File: config.mk
export PLATFORM = sky130hd
export DESIGN_NAME = uart_hw_flow_ctrl
export DESIGN_NICKNAME = d
export VERILOG_FILES = /design/src/rtl/uart_fc_pkg.sv /design/src/rtl/fc_level_irq.sv /design/src/rtl/fc_rts_ctrl.sv /design/src/rtl/fc_cts_gate.sv /design/src/rtl/uart_hw_flow_ctrl.sv
export SDC_FILE = /design/constraint.sdc
export NUM_CORES = 1
export LEC_CHECK = 0
export BUFFER_PORTS_ARGS = -buffer_cell sky130_fd_sc_hd__buf_2
export CORE_MARGIN = 2
export CORE_UTILIZATION = 47
export CTS_BUF_LIST = sky130_fd_sc_hd__clkbuf_4 sky130_fd_sc_hd__clkbuf_8
export DETAILED_ROUTE_END_ITERATION = 7
export PLACE_DENSITY = 0.85
export SKIP_LAST_GASP = 1
export SYNTH_ARGS = -nofsm -noshare
export SYNTH_HDL_FRONTEND = slang
export SYNTH_SLANG_ARGS = --single-unit
File: constraint.sdc
create_clock -name clk_i -period 1.4 [get_ports clk_i]
set_input_delay 0.28 -clock clk_i [delete_from_list [all_inputs] [get_ports clk_i]]
set_output_delay 0.28 -clock clk_i [all_outputs]
set_load 0.01 [all_outputs]
File: src/rtl/uart_fc_pkg.sv
package uart_fc_pkg;
  typedef enum logic {
    FLOW_GO   = 1'b0,
    FLOW_HALT = 1'b1
  } flow_state_e;

  function automatic int unsigned cnt_width(input int unsigned depth);
    return $clog2(depth + 1);
  endfunction
endpackage

File: src/rtl/fc_level_irq.sv
module fc_level_irq #(
  parameter int unsigned CNT_W = 7
) (
  input  logic             clk_i,
  input  logic             rst_ni,
  input  logic [CNT_W-1:0] count_i,
  input  logic [CNT_W-1:0] trig_i,
  output logic             irq_o
);
  logic irq_q;
  logic past_ok_q;

  always_ff @(posedge clk_i or negedge rst_ni) begin
    if (!rst_ni) begin
      irq_q     <= 1'b0;
      past_ok_q <= 1'b0;
    end else begin
      irq_q     <= (count_i >= trig_i);
      past_ok_q <= 1'b1;
    end
  end

  assign irq_o = irq_q;

  assert_irq_at_trig_R2: assert property (@(posedge clk_i) disable iff (!rst_ni)
    past_ok_q && $past(count_i >= trig_i) |-> irq_o);
  assert_irq_below_trig_R2: assert property (@(posedge clk_i) disable iff (!rst_ni)
    past_ok_q && $past(count_i < trig_i) |-> !irq_o);
endmodule

File: src/rtl/fc_rts_ctrl.sv
module fc_rts_ctrl
  import uart_fc_pkg::*;
#(
  parameter int unsigned CNT_W = 7
) (
  input  logic             clk_i,
  input  logic             rst_ni,
  input  logic             auto_en_i,
  input  logic             manual_i,
  input  logic [CNT_W-1:0] count_i,
  input  logic [CNT_W-1:0] hi_i,
  input  logic [CNT_W-1:0] lo_i,
  output logic             rts_no
);
  flow_state_e state_q, state_d;
  logic        rts_q;
  logic        past_ok_q;
  logic        armed;

  // auto mode only acts once software has asserted the line
  assign armed = auto_en_i & manual_i;

  always_comb begin
    state_d = state_q;
    if (!armed)                state_d = FLOW_GO;
    else if (count_i >= hi_i)  state_d = FLOW_HALT;
    else if (count_i < lo_i)   state_d = FLOW_GO;
  end

  always_ff @(posedge clk_i or negedge rst_ni) begin
    if (!rst_ni) begin
      state_q   <= FLOW_GO;
      rts_q     <= 1'b1;
      past_ok_q <= 1'b0;
    end else begin
      state_q   <= state_d;
      rts_q     <= ~manual_i | (state_d == FLOW_HALT);
      past_ok_q <= 1'b1;
    end
  end

  assign rts_no = rts_q;

  assert_gpo_follows_bit_R6: assert property (@(posedge clk_i) disable iff (!rst_ni)
    past_ok_q && !$past(auto_en_i) |-> rts_no == !$past(manual_i));
  assert_no_assert_without_bit_R5: assert property (@(posedge clk_i) disable iff (!rst_ni)
    past_ok_q && !$past(manual_i) |-> rts_no);
  assert_halt_at_upper_R3: assert property (@(posedge clk_i) disable iff (!rst_ni)
    past_ok_q && $past(auto_en_i && manual_i && count_i >= hi_i) |-> rts_no);
  assert_resume_below_lower_R4: assert property (@(posedge clk_i) disable iff (!rst_ni)
    past_ok_q && $past(auto_en_i && manual_i && count_i < lo_i && count_i < hi_i) |-> !rts_no);
  assert_hold_between_R4: assert property (@(posedge clk_i) disable iff (!rst_ni)
    past_ok_q && $past(auto_en_i && manual_i) && auto_en_i && manual_i
      && count_i >= lo_i && count_i < hi_i |=> $stable(rts_no));
endmodule

File: src/rtl/fc_cts_gate.sv
module fc_cts_gate #(
  parameter int unsigned SYNC_STAGES = 2
) (
  input  logic clk_i,
  input  logic rst_ni,
  input  logic auto_en_i,
  input  logic cts_ni,
  input  logic pending_i,
  input  logic idle_i,
  output logic start_o
);
  logic [SYNC_STAGES-1:0] sync_q;

  for (genvar g = 0; g < SYNC_STAGES; g++) begin : g_sync
    if (g == 0) begin : g_first
      always_ff @(posedge clk_i or negedge rst_ni) begin
        if (!rst_ni) sync_q[g] <= 1'b1;
        else         sync_q[g] <= cts_ni;
      end
    end else begin : g_next
      always_ff @(posedge clk_i or negedge rst_ni) begin
        if (!rst_ni) sync_q[g] <= 1'b1;
        else         sync_q[g] <= sync_q[g-1];
      end
    end
  end

  // gate only the start; an in-flight character is outside this block
  assign start_o = pending_i & idle_i & (~auto_en_i | ~sync_q[SYNC_STAGES-1]);

  assert_no_start_busy_R9: assert property (@(posedge clk_i) disable iff (!rst_ni)
    !idle_i |-> !start_o);

  if (SYNC_STAGES == 2) begin : g_chk
    logic [1:0] warm_q;
    always_ff @(posedge clk_i or negedge rst_ni) begin
      if (!rst_ni)            warm_q <= 2'd0;
      else if (warm_q != 2'd2) warm_q <= warm_q + 2'd1;
    end
    assert_cts_blocks_start_R7: assert property (@(posedge clk_i) disable iff (!rst_ni)
      warm_q == 2'd2 && auto_en_i && $past(cts_ni, 2) |-> !start_o);
    assert_cts_ignored_R8: assert property (@(posedge clk_i) disable iff (!rst_ni)
      !auto_en_i && pending_i && idle_i |-> start_o);
  end
endmodule

File: src/rtl/uart_hw_flow_ctrl.sv
module uart_hw_flow_ctrl
  import uart_fc_pkg::*;
#(
  parameter int unsigned FIFO_DEPTH  = 64,
  parameter int unsigned SYNC_STAGES = 2,
  localparam int unsigned CNT_W      = cnt_width(FIFO_DEPTH)
) (
  input  logic             clk_i,
  input  logic             rst_ni,
  input  logic             auto_rts_en_i,
  input  logic             auto_cts_en_i,
  input  logic             rts_manual_i,
  input  logic [CNT_W-1:0] rx_count_i,
  input  logic [CNT_W-1:0] trig_lvl_i,
  input  logic [CNT_W-1:0] hi_lvl_i,
  input  logic [CNT_W-1:0] lo_lvl_i,
  input  logic             cts_ni,
  input  logic             tx_pending_i,
  input  logic             tx_idle_i,
  output logic             rts_no,
  output logic             rx_trig_irq_o,
  output logic             tx_start_o
);
  fc_level_irq #(.CNT_W(CNT_W)) u_irq (
    .clk_i   (clk_i),
    .rst_ni  (rst_ni),
    .count_i (rx_count_i),
    .trig_i  (trig_lvl_i),
    .irq_o   (rx_trig_irq_o)
  );

  fc_rts_ctrl #(.CNT_W(CNT_W)) u_rts (
    .clk_i     (clk_i),
    .rst_ni    (rst_ni),
    .auto_en_i (auto_rts_en_i),
    .manual_i  (rts_manual_i),
    .count_i   (rx_count_i),
    .hi_i      (hi_lvl_i),
    .lo_i      (lo_lvl_i),
    .rts_no    (rts_no)
  );

  fc_cts_gate #(.SYNC_STAGES(SYNC_STAGES)) u_cts (
    .clk_i     (clk_i),
    .rst_ni    (rst_ni),
    .auto_en_i (auto_cts_en_i),
    .cts_ni    (cts_ni),
    .pending_i (tx_pending_i),
    .idle_i    (tx_idle_i),
    .start_o   (tx_start_o)
  );
endmodule

# [Yosys cells after proc, flatten, opt, wreduce, memory -nomap -nowiden]
# Cells that the tools add are included.
# W data, S select, Z words.
[op_classes] n_lt_le_gt_ge=3 eq_ne=0 n_mux=3 addsub=0 multipliers=0 n_bitwise=8 n_shift=0 div_mod_pow=0 reduce_logical=0
[op_table] cell="$ge A7 B7 Y1" n=2
[op_table] cell="$lt A7 B7 Y1" n=1
[op_table] cell="$and A1 B1 Y1" n=3
[op_table] cell="$mux W1" n=3
[op_table] cell="$not A1 Y1" n=3
[op_table] cell="$or A1 B1 Y1" n=2
[word_totals] latch_bits=0 memories=0 regBits=5 wordCells=19 rom_bits=0 mem_bits_rw=0

# [Logic depth before layout (Yosys ltp)]
[logic_depth] depth_word=5 mapped_depth=6 mapped_depth_nobuf=6

# [Cells and area by module]
# A second synthesis with hierarchy kept.
[hier_totals] cells_unflattened=80 area_unflattened_um2=660.6
[by_module_without_submodules] mod="fc_rts_ctrl" seq_area_each_um2=51.3 area_per_inst_um2=404.1 cells_each=52 n_inst=1
[by_module_without_submodules] mod="fc_level_irq" seq_area_each_um2=25.0 area_per_inst_um2=191.4 cells_each=24 n_inst=1
[by_module_without_submodules] mod="fc_cts_gate" seq_area_each_um2=52.6 area_per_inst_um2=65.1 cells_each=4 n_inst=1

# [Least setup slack after synthesis]
# Ideal clock, no wire load.
[synth_timing] path_kind="input to register" startpoint="input port rx_count_i[0]" endpoint="register u_rts.state_q" arrival_time_ns=1.205 path_slack_ns=0.064 required_time_ns=1.270 setup_time_ns=0.130 path_stages=6 path_cell_list="inv_1 ha_1 nand2b_4 a211o_1 a21oi_2 o22ai_1"
[synth_via] elab_chain_len=4
[synth_lines] element="from (decl)" line_no="uart_hw_flow_ctrl.sv:13" rtl="input logic [CNT_W-1:0] rx_count_i,"
[synth_lines] element="$lt A7 B7 Y1" line_no="fc_rts_ctrl.sv:27" rtl="else if (count_i < lo_i) state_d = FLOW_GO;"
[synth_lines] element="$mux W1" line_no="fc_rts_ctrl.sv:27"
[synth_lines] element="$mux W1 (*)" line_no="fc_rts_ctrl.sv:26" rtl="else if (count_i >= hi_i) state_d = FLOW_HALT;"
[synth_lines] element="$mux W1 (*)" line_no="fc_rts_ctrl.sv:25" rtl="if (!armed) state_d = FLOW_GO;"
[synth_lines] element="net u_rts.state_d" line_no="fc_rts_ctrl.sv:15" rtl="flow_state_e state_q, state_d;"
[synth_lines] element="to (signal assigned)" line_no="fc_rts_ctrl.sv:36" rtl="state_q <= state_d;"
[synth_lines] element="to (decl)" line_no="fc_rts_ctrl.sv:15"
# The timed path passes the listed nets; every way through them passes the cells marked *.

# [Worst setup path after layout]
# Same ends and word-level chain as after synthesis.

==> impl_metrics.tcl <==
set metrics [dict create \
    finalHoldWorstSlack_ns 0.135 \
    postCtsSetupBuffers 0 \
    yosysSeqAreaShare_pct 19.7 \
    hold_path.class "input port to flip-flop" \
    timing.final.crit_share_pct 88.1 \
    fmax_ghz 0.811 \
    worstSkewPairLatency_ns 0.24 \
    grt_antenna_before_repair 0 \
    worstMarginPinSlew_ns 0.232 \
    ys.warnings.count 0 \
    post-dp-hpwl_mm 1.26 \
    clockBufferDepth 2 \
    nets 181 \
    synth_top_area_share_pct 38.3 \
    vias 700 \
    cts_tree "done" \
    grt_pass1_vias 645 \
    gr-total-overflow 0 \
    synth_cell_types 19 \
    netlist_instances 80 \
    rsz0062_at_grt "false" \
    max_cap_violations 0 \
    initial_core_util_pct 50.2 \
    htreeDepth 1 \
    first_pass_iters 4 \
    routabilityCongestion 0.689 \
    p_leak_uw 0.000557 \
    die_w_um 41.3 \
    syn2layout_area_growth_pct 39.3 \
    max-vdd-ir-drop_mv 0.254 \
    cp_max_fo 2 \
    setup_violations 0 \
    fin_skew_ns 0.000912 \
    crit_arrival_ns 1.35 \
    wl_mm 1.46 \
    ios 39 \
    grt_pass1_wl_mm 2.26 \
    portBuffers 38 \
    track_usage_pct 21.1 \
    status "finished, final reports clean" \
    ctsResizeCount 0 \
    ctsHoldBuffers 1 \
    grt_start_max_net_pins 6 \
    clkTransAtPathRegs_ns 0.04 \
    post_route_cells_drive_above_1_share_pct 38.7 \
    worstSetupPathType "input port to flip-flop" \
    remaining_drc_errors 0 \
    yosysTopAreaCell "ha_1" \
    relSlewSlack_pct 84.4 \
    n_antenna_cell 0 \
    critPathCaptureType "flip-flop" \
    drv_slew 0 \
    layout_commonest_cell "buf_2" \
    finalHoldViolations 0 \
    n_fill_cell 116 \
    wl_per_cell_um 10.5 \
    drt_iter0_markers 19 \
    clockRootBuffer "clkbuf_4" \
    pwr_density_cell_nw_per_um2 608 \
    synth.area.top_cells "ha_1 38%, dfstp_2 12%, inv_1 12%" \
    dpl_worst_slack_ns -0.0991 \
    via_per_inst 5.04 \
    worstSetupStartpointType "input port" \
    layout_common_cells "38 x buf_2, 21 x inv_1, 20 x ha_1, 7 x a21oi_1, 6 x nand2_1" \
    cts_buffers 3 \
    synth_seq_cells 5 \
    crit_required_ns 1.52 \
    min_period_ns 1.23 \
    synth_area_um2 653 \
    die_h_um 41.3 \
    cts_sinks 5 \
    synthesis.nets 136 \
    ant_nets 0 \
    rows 13 \
    core-area_um2 1300 \
    dieArea_um2 1700 \
    setup_slack_ns 0.166 \
    syn-mean-instance-area_um2 8.16 \
]
sequential cells by signal (all words and copies together) (netlist names):
register       flops
u_rts.rts_no       1
u_irq.irq_o        1
u_cts.sync_q       2
u_rts.state_q      1
through the flow:
stage               cells  total power, uW  util (%)  TNS [ns]  instance area, um2
floorplan              80              273         -         0                 653
global placement      134              353      66.8    -0.176                 870
detailed placement    134              366      66.8    -0.232                 870
CTS                   139              562      69.9         0                 910
global route          139              609      69.9         0                 910
finish                139              553      69.9         0                 910
final timing paths:
check | startpoint | to | slack [ns] | cells past startpoint
worst max-delay path | rx_count_i[0] | u_rts.state_q | 0.17 | 7
worst min-delay path | cts_ni | u_cts.sync_q[0] | 0.14 | 1
worst max register to register | u_rts.state_q | u_rts.state_q | 0.75 | 2
worst min register to register | u_cts.sync_q[0] | u_cts.sync_q[1] | 0.35 | 0
max in group asynchronous | rst_ni | u_cts.sync_q[0] | 0.81 | 2
min in group asynchronous | rst_ni | u_irq.irq_o | 0.39 | 2
cell type report:
type | instances | area (um2) | area share [%]
sequential | 5 | 129 | 14.2
clock buffer | 4 | 30.0 | 3.30
inverter | 21 | 78.8 | 8.67
timing repair buffer | 40 | 208 | 22.8
tap | 15 | 18.8 | 2.06
multi-input combinational | 54 | 445 | 49.0
cells by family after synthesis:
| kind of cell | count (synthesis) | share of synthesized area [%] |
|---|---|---|
| flops | 5 | 19.7 |
| buf+inv | 21 | 12.1 |
| simple gates | 13 | 10.3 |
| fa+ha+maj | 20 | 38.3 |
| compound gates | 21 | 19.5 |
metal layers:
layer | up-vias | routed length (um) | track usage, %
met1 | 296 | 541 | 18.6
met3 | 6 | 129 | 3.26
met4 | 0 | 61 | 16.9
met5 | - | 0 | 0
met2 | 41 | 730 | 41.0
li1 | 357 | - | -
cells in the mapped netlist, drive strengths merged:
cell type,n
dfrtp,2
nand2,6
dfstp,3
o22ai,2
inv,21
a211o,1
ha,20
o211ai,2
a21oi,8
o21a,1
nand4,1
a211oi,2
o21ai,5
nand2b,2
nor2,2
nor2b,1
nand3,1
critical path, cell delays in order:
cell	delay, ns
buf_2	0.09
inv_1	0.05
ha_1	0.29
nand2b_4	0.13
a211o_1	0.30
a21oi_2	0.13
o22ai_1	0.08
power breakdown:
part           internal, uW  switching [uW]  total (uW)
combinational           106            97.2         203
sequential              160            3.29         164
clock                   127            59.6         187
total                   393             160         553
Power figures use the tool's default switching activity.
